===== src/rtl/tl_pkg.sv =====
package tl_pkg;
    typedef enum logic [0:0] {
        ST_IDLE = 1'b0,
        ST_LINK = 1'b1
    } link_state_t;

    localparam int NARROW_REACH = 1;
    localparam int WIDE_REACH   = 2;
endpackage


===== src/rtl/tl_spread.sv =====
module tl_spread #(
    parameter int N_CELLS = 32,
    parameter int NARROW  = tl_pkg::NARROW_REACH,
    parameter int WIDE    = tl_pkg::WIDE_REACH
) (
    input  logic [N_CELLS-1:0] cand,
    input  logic               wide,
    output logic [N_CELLS-1:0] reach
);
    for (genvar c = 0; c < N_CELLS; c++) begin : g_cell
        logic hit_any;
        always_comb begin
            hit_any = 1'b0;
            for (int d = -WIDE; d <= WIDE; d++) begin
                if ((d >= -NARROW && d <= NARROW) || wide) begin
                    if (cand[(c + d + N_CELLS) % N_CELLS]) begin
                        hit_any = 1'b1;
                    end
                end
            end
        end
        assign reach[c] = hit_any;
    end
endmodule


===== src/rtl/tl_grid.sv =====
module tl_grid #(
    parameter int N_LAYERS = 10,
    parameter int N_CELLS  = 32,
    localparam int SW      = $clog2(N_LAYERS),
    localparam int BITS    = N_LAYERS * N_CELLS
) (
    input  logic               clk,
    input  logic               rst_n,
    input  logic               load,
    input  logic [BITS-1:0]    hits,
    input  logic [BITS-1:0]    force_on,
    input  logic [SW-1:0]      row_sel,
    output logic [N_CELLS-1:0] row
);
    logic [N_LAYERS-1:0][N_CELLS-1:0] grid_q;

    always_ff @(posedge clk or negedge rst_n) begin
        if (!rst_n) begin
            grid_q <= '0;
        end else if (load) begin
            grid_q <= hits | force_on;
        end
    end

    assign row = grid_q[row_sel];
endmodule


===== src/rtl/tl_fsm.sv =====
module tl_fsm #(
    parameter int N_LAYERS = 10,
    parameter int MID      = 4,
    localparam int SW      = $clog2(N_LAYERS)
) (
    input  logic          clk,
    input  logic          rst_n,
    input  logic          start,
    output logic          load,
    output logic          advance,
    output logic          cap_mid,
    output logic          finish,
    output logic [SW-1:0] step,
    output logic          done
);
    import tl_pkg::*;

    localparam logic [SW-1:0] LAST_STEP = SW'(N_LAYERS - 1);
    localparam logic [SW-1:0] MID_STEP  = SW'(MID);

    link_state_t state_q, state_d;

    always_ff @(posedge clk or negedge rst_n) begin
        if (!rst_n) begin
            state_q <= ST_IDLE;
            step    <= '0;
            done    <= 1'b0;
        end else begin
            state_q <= state_d;
            done    <= finish;
            if (load) begin
                step <= SW'(1);
            end else if (advance) begin
                step <= step + SW'(1);
            end
        end
    end

    always_comb begin
        state_d = state_q;
        load    = 1'b0;
        advance = 1'b0;
        cap_mid = 1'b0;
        finish  = 1'b0;
        unique case (state_q)
            ST_IDLE: begin
                if (start) begin
                    load    = 1'b1;
                    state_d = ST_LINK;
                end
            end
            ST_LINK: begin
                advance = 1'b1;
                cap_mid = (step == MID_STEP);
                if (step == LAST_STEP) begin
                    finish  = 1'b1;
                    state_d = ST_IDLE;
                end
            end
            default: state_d = ST_IDLE;
        endcase
    end
endmodule


===== src/rtl/track_linker.sv =====
module track_linker #(
    parameter int N_LAYERS = 10,
    parameter int N_CELLS  = 32,
    parameter int MID      = 4,
    localparam int SW      = $clog2(N_LAYERS),
    localparam int BITS    = N_LAYERS * N_CELLS
) (
    input  logic               clk,
    input  logic               rst_n,
    input  logic               start,
    input  logic [BITS-1:0]    seg_hits,
    input  logic [BITS-1:0]    dead_mask,
    input  logic [N_LAYERS-1:0] wide_cfg,
    output logic [N_CELLS-1:0] trk_outer,
    output logic [N_CELLS-1:0] trk_middle,
    output logic               done
);
    logic               load, advance, cap_mid, finish;
    logic [SW-1:0]      step;
    logic [SW-1:0]      prev_step;
    logic [N_CELLS-1:0] row, reach, survive;
    logic [N_CELLS-1:0] cand_q, mid_q;
    logic [N_LAYERS-1:0] wide_q;

    tl_fsm #(.N_LAYERS(N_LAYERS), .MID(MID)) u_fsm (
        .clk(clk), .rst_n(rst_n), .start(start),
        .load(load), .advance(advance), .cap_mid(cap_mid),
        .finish(finish), .step(step), .done(done)
    );

    tl_grid #(.N_LAYERS(N_LAYERS), .N_CELLS(N_CELLS)) u_grid (
        .clk(clk), .rst_n(rst_n), .load(load),
        .hits(seg_hits), .force_on(dead_mask),
        .row_sel(step), .row(row)
    );

    assign prev_step = step - SW'(1);

    tl_spread #(.N_CELLS(N_CELLS)) u_spread (
        .cand(cand_q), .wide(wide_q[prev_step]), .reach(reach)
    );

    assign survive = reach & row;

    always_ff @(posedge clk or negedge rst_n) begin
        if (!rst_n) begin
            cand_q     <= '0;
            mid_q      <= '0;
            wide_q     <= '0;
            trk_outer  <= '0;
            trk_middle <= '0;
        end else begin
            if (load) begin
                cand_q <= seg_hits[N_CELLS-1:0] | dead_mask[N_CELLS-1:0];
                wide_q <= wide_cfg;
            end else if (advance) begin
                cand_q <= survive;
            end
            if (cap_mid) begin
                mid_q <= survive;
            end
            if (finish) begin
                trk_outer  <= survive;
                trk_middle <= mid_q;
            end
        end
    end
endmodule


===== config.mk =====
export PLATFORM = sky130hd
export DESIGN_NAME = track_linker
export DESIGN_NICKNAME = d
export VERILOG_FILES = /design/src/rtl/tl_pkg.sv /design/src/rtl/tl_spread.sv /design/src/rtl/tl_grid.sv /design/src/rtl/tl_fsm.sv /design/src/rtl/track_linker.sv
export SDC_FILE = /design/constraint.sdc
export NUM_CORES = 1
export LEC_CHECK = 0
export BUFFER_PORTS_ARGS = -buffer_cell sky130_fd_sc_hd__buf_4
export CAP_MARGIN = 25
export CELL_PAD_IN_SITES_DETAIL_PLACEMENT = 2
export CELL_PAD_IN_SITES_GLOBAL_PLACEMENT = 2
export CORE_AREA = 3 3 275 277
export CTS_CLUSTER_SIZE = 30
export DETAILED_ROUTE_END_ITERATION = 10
export DIE_AREA = 0 0 278 280
export PLACE_DENSITY = 0.84
export SYNTH_ARGS = -nofsm -noshare
export SYNTH_HDL_FRONTEND = slang
export SYNTH_HIERARCHICAL = 1
export SYNTH_SLANG_ARGS = --single-unit

===== constraint.sdc =====
create_clock -name clk -period 8.1 [get_ports clk]
set_clock_uncertainty 0.2 [all_clocks]
set_input_delay 1.62 -clock clk [delete_from_list [all_inputs] [get_ports clk]]
set_output_delay 1.62 -clock clk [all_outputs]
set_load 0.02 [all_outputs]

==> impl_metrics.xml <==
<?xml version="1.0" encoding="UTF-8"?>
<metrics>
  <group name="outcome">
    <metric name="run_status" unit="">finished clean</metric>
  </group>
  <group name="finish">
    <metric name="final_net_count" unit="">3626</metric>
    <metric name="seq_area" unit="um^2">11620</metric>
    <metric name="final.fill_count" unit="">7923</metric>
    <metric name="final_cells" unit="">3975</metric>
    <metric name="multi_input_area" unit="um^2">9226</metric>
    <metric name="final_util" unit="">0.4087</metric>
    <metric name="syn_to_final_growth" unit="%">35.81</metric>
    <metric name="layout-drive-gt1-share" unit="">0.3417</metric>
  </group>
  <group name="power">
    <metric name="p_total" unit="mW">12.14</metric>
    <metric name="clock_power_share" unit="">0.217</metric>
    <metric name="power_leakage" unit="nW">13.13</metric>
    <metric name="power_report.internal_total" unit="mW">7.060</metric>
    <metric name="vdd_ir_drop_max" unit="mV">0.1830</metric>
    <metric name="power.switching" unit="mW">5.075</metric>
    <metric name="power.sequential.fraction" unit="">0.344</metric>
    <metric name="p_comb_frac" unit="">0.439</metric>
    <metric name="power.density_cell_area" unit="nW/um^2">406.3</metric>
    <metric name="switching_share_of_power" unit="">0.4182</metric>
  </group>
  <group name="timing">
    <metric name="maxSlewHeadroom" unit="">0.2276</metric>
    <metric name="setup_ws" unit="ns">3.945</metric>
    <metric name="final.setup.tns" unit="ns">0</metric>
    <metric name="period_needed" unit="ns">4.155</metric>
    <metric name="hold_viol" unit="">0</metric>
    <metric name="rsz0062_at_grt" unit="">no</metric>
    <metric name="finalCritPeriodShare" unit="">0.5129</metric>
    <metric name="fmax" unit="MHz">240.7</metric>
    <metric name="worstMarginPinSlew" unit="ns">1.159</metric>
    <metric name="setup_violations" unit="">0</metric>
    <metric name="maxSlewViolCount" unit="">0</metric>
  </group>
  <group name="grt">
    <metric name="grt_use_met1" unit="">0.3383</metric>
    <metric name="grt-ovfl-total" unit="">0</metric>
    <metric name="grt.total_usage" unit="">0.2679</metric>
    <metric name="globalRouteMet3Util" unit="">0.04552</metric>
    <metric name="via_count_of_the_first_global_routing_pass" unit="">23034</metric>
    <metric name="grt_antenna_before_repair" unit="">10</metric>
    <metric name="most_crowded_layer_gr" unit="">met2</metric>
    <metric name="grt_start_max_net_pins" unit="">222</metric>
    <metric name="grt_first_pass_wirelength" unit="mm">154.1</metric>
    <metric name="grt_met2_usage" unit="">0.4638</metric>
  </group>
  <group name="detailed_routing">
    <metric name="postRouteAntennaNets" unit="">0</metric>
    <metric name="routed-via-count" unit="">20457</metric>
    <metric name="first_iter_violations" unit="">1556</metric>
    <metric name="drt-pass1-iter-count" unit="">5</metric>
    <metric name="detail_route.wl_per_cell" unit="um">26.99</metric>
    <metric name="drt_wl_total" unit="mm">107.3</metric>
    <metric name="drc" unit="">0</metric>
    <metric name="via_per_inst" unit="">5.146</metric>
  </group>
  <group name="critical_path">
    <metric name="critical-path-top-cell-by-count" unit="">nand2_1</metric>
    <metric name="crit_path_top_delay_cell" unit="">dfrtp_4</metric>
    <metric name="slowest_delay" unit="ns">1.05</metric>
    <metric name="setup.worst_path.class" unit="">flip-flop to flip-flop</metric>
    <metric name="critPathBufInv" unit="">2</metric>
    <metric name="worstSetupStartpointType" unit="">flip-flop</metric>
    <metric name="timing.critical_path.fanout_max" unit="">53</metric>
    <metric name="worst_path_dominant_cell_family" unit="">flip-flops</metric>
    <metric name="required" unit="ns">8.33</metric>
    <metric name="end_kind" unit="">flip-flop</metric>
    <metric name="crit_arrival" unit="ns">4.39</metric>
    <metric name="cell_by_cell_trace_of_the_critical_path" unit="">inv_1 -&gt; ha_1 -&gt; xor2_2 -&gt; mux4_1 -&gt; nand2_1 -&gt; o211ai_2 -&gt; buf_8 -&gt; o21ai_0 -&gt; nand2_1 -&gt; a311oi_1 -&gt; a21oi_1</metric>
  </group>
  <group name="die">
    <metric name="die_h" unit="um">280</metric>
    <metric name="die_width" unit="um">278</metric>
    <metric name="rows" unit="">99</metric>
    <metric name="floorplan.io_pins" unit="">718</metric>
    <metric name="design.core.area" unit="um^2">73080</metric>
    <metric name="die_area" unit="um^2">77840</metric>
    <metric name="initial_utilization" unit="">0.3009</metric>
  </group>
  <group name="clocking">
    <metric name="clk-insertion-delay-late" unit="ns">0.60</metric>
    <metric name="worst_setup_hold_path_clk_slew" unit="ns">0.06</metric>
    <metric name="total_clock_buffers_created_by_cts" unit="">54</metric>
    <metric name="root_buffer" unit="">clkbuf_16</metric>
    <metric name="post_cts_hold_buffer_count" unit="">0</metric>
    <metric name="post_cts_resize_count" unit="">0</metric>
    <metric name="cts_setup_buffers" unit="">0</metric>
    <metric name="tritoncts" unit="">done</metric>
    <metric name="numClockSinks" unit="">464</metric>
    <metric name="clock_tree.buffer_depth" unit="">3</metric>
    <metric name="cts_htree_levels" unit="">2</metric>
  </group>
  <group name="logic_synthesis">
    <metric name="syn_nets" unit="">3008</metric>
    <metric name="ys_types" unit="">36</metric>
    <metric name="synth.avg_cell_area" unit="um^2">9.354</metric>
    <metric name="post_synth_main_area_contributors" unit="">dfrtp_1 (53%), nor2_1 (12%), a21oi_1 (8.0%)</metric>
    <metric name="synth_warnings" unit="">6</metric>
    <metric name="synthDominantCellAreaShare" unit="">0.5280</metric>
    <metric name="most_area_hungry_cell_type_in_the_yosys_netlist" unit="">dfrtp_1</metric>
    <metric name="synth_area" unit="um^2">21990</metric>
    <metric name="synth_cells" unit="">2351</metric>
    <metric name="synth.yosys.seq_area_share" unit="">0.5280</metric>
    <metric name="ys_ff_latch" unit="">464</metric>
  </group>
  <group name="job">
    <metric name="drv_cap" unit="">0</metric>
  </group>
  <group name="placed_design">
    <metric name="place.detailed.instances" unit="">3869</metric>
    <metric name="routabilityCongestion" unit="">0.9491</metric>
    <metric name="post-place-ws" unit="ns">3.767</metric>
    <metric name="place.port_buffers" unit="">717</metric>
    <metric name="detailedPlacementHpwl" unit="mm">82.26</metric>
  </group>
  <group name="worst_hold_path">
    <metric name="hp-class" unit="">flip-flop to flip-flop</metric>
  </group>
</metrics>
==> worst register-to-register path, delay by kind of cell (launching register included) <==
family,cells,cell delay (ns)
compound gates,4,0.87
flops,1,1.05
simple gates,2,0.24
xor+xnor,1,0.27
mux,1,0.60
fa+ha+maj,1,0.30
buf+inv,2,0.46
==> cells in the mapped netlist (all sizes together) <==
library cell / number
nor2: 708
dfrtp: 464
a21oi: 353
mux2: 138
buf: 107
o21ai: 96
inv: 69
clkbuf: 68
nand2: 66
nand3: 66
mux4: 34
nor3: 34
a311oi: 32
o22ai: 32
o31ai: 32
nor2b: 31
ha: 4
a22o: 3
and2b: 2
and4b: 2
xnor2: 2
xor2: 2
and3: 1
nand2b: 1
nor3b: 1
o211ai: 1
o221ai: 1
o311a: 1
==> logic make-up (layout without fill, tap and decap cells) <==
logic type / count (synthesis) / count (layout) / share of synthesized area
muxes: 172 / 172 / 0.1056
and+or+nand+nor: 912 / 912 / 0.1666
DFF: 464 / 464 / 0.5280
buffers and inverters: 244 / 904 / 0.05325
other: 0 / 5 / 0
adders and majority gates: 4 / 4 / 0.002276
xor gates and xnor gates: 4 / 4 / 0.001935
AOI/OAI and AO/OA: 551 / 551 / 0.1423
==> state kept, by name, indices dropped and copies added (netlist names) <==
register / flops
u_fsm/step: 4
trk_outer: 32
u_fsm/done: 1
wide_q: 10
u_fsm/state_q: 1
trk_middle: 32
cand_q: 32
u_grid/grid_q: 320
mid_q: 32
==> power by group through the flow <==
stage	Clock [mW]	Sequential, mW	Combinational, mW
6_report	2.63	4.18	5.32
3_3_place_gp	0	4.09	4.90
5_1_grt	2.78	4.31	5.76
4_1_cts	2.68	4.18	5.27
3_5_place_dp	0	4.19	5.17
2_1_floorplan	0	3.98	3.27
==> through the flow <==
stage / hold WS [ns] / area [um^2]
floorplan: 0.2720 / 21990
global placement: 0.2864 / 27890
detailed placement: 0.2946 / 27890
CTS: 0.3104 / 29790
global route: 0.3224 / 29860
finish: 0.3106 / 29870
==> final timing paths <==
kind / startpoint / end / slack (ns) / cells after the start
max: u_fsm/step[0] / cand_q[7] / 3.95 / 11
min: trk_middle[24] / trk_middle[24] / 0.31 / 1
max reg2reg: u_fsm/step[0] / cand_q[7] / 3.95 / 11
min reg2reg: trk_middle[24] / trk_middle[24] / 0.31 / 1
max in group asynchronous: rst_n / u_fsm/step[0] / 5.49 / 2
min in group asynchronous: rst_n / u_grid/grid_q[165] / 0.76 / 1
==> layout by cell type (no fill, tap or decap), types with 4 or more instances in the layout <==
cell type	n
buf_4	728
nor2_1	708
dfrtp_1	459
a21oi_1	353
mux2_2	138
o21ai_0	96
inv_1	69
nand2_1	66
nand3_1	66
clkbuf_16	57
nor3_1	34
mux4_2	33
a311oi_1	32
o22ai_1	32
nor2b_1	30
o31ai_2	20
clkbuf_1	12
o31ai_1	12
clkbuf_8	11
bufinv_16	7
clkinv_2	6
buf_12	6
diode_2	5
ha_1	4
dfrtp_2	4
==> metal layers <==
layer  up-vias  wire length [um]
met5         -                55
met4        10              4201
met3       157              5708
met2       653             53440
met1     10445             43880
li1       9192                 -
==> layout make-up <==
class	count	area share
antenna	5	0.0004189
clock buffer	80	0.05433
inverter	69	0.008672
clock inverter	18	0.009509
multi-input combinational	1643	0.3089
timing repair buffer	737	0.1889
tap	959	0.04017
sequential	464	0.3890
Note: power is estimated with default switching activity, not from simulation.
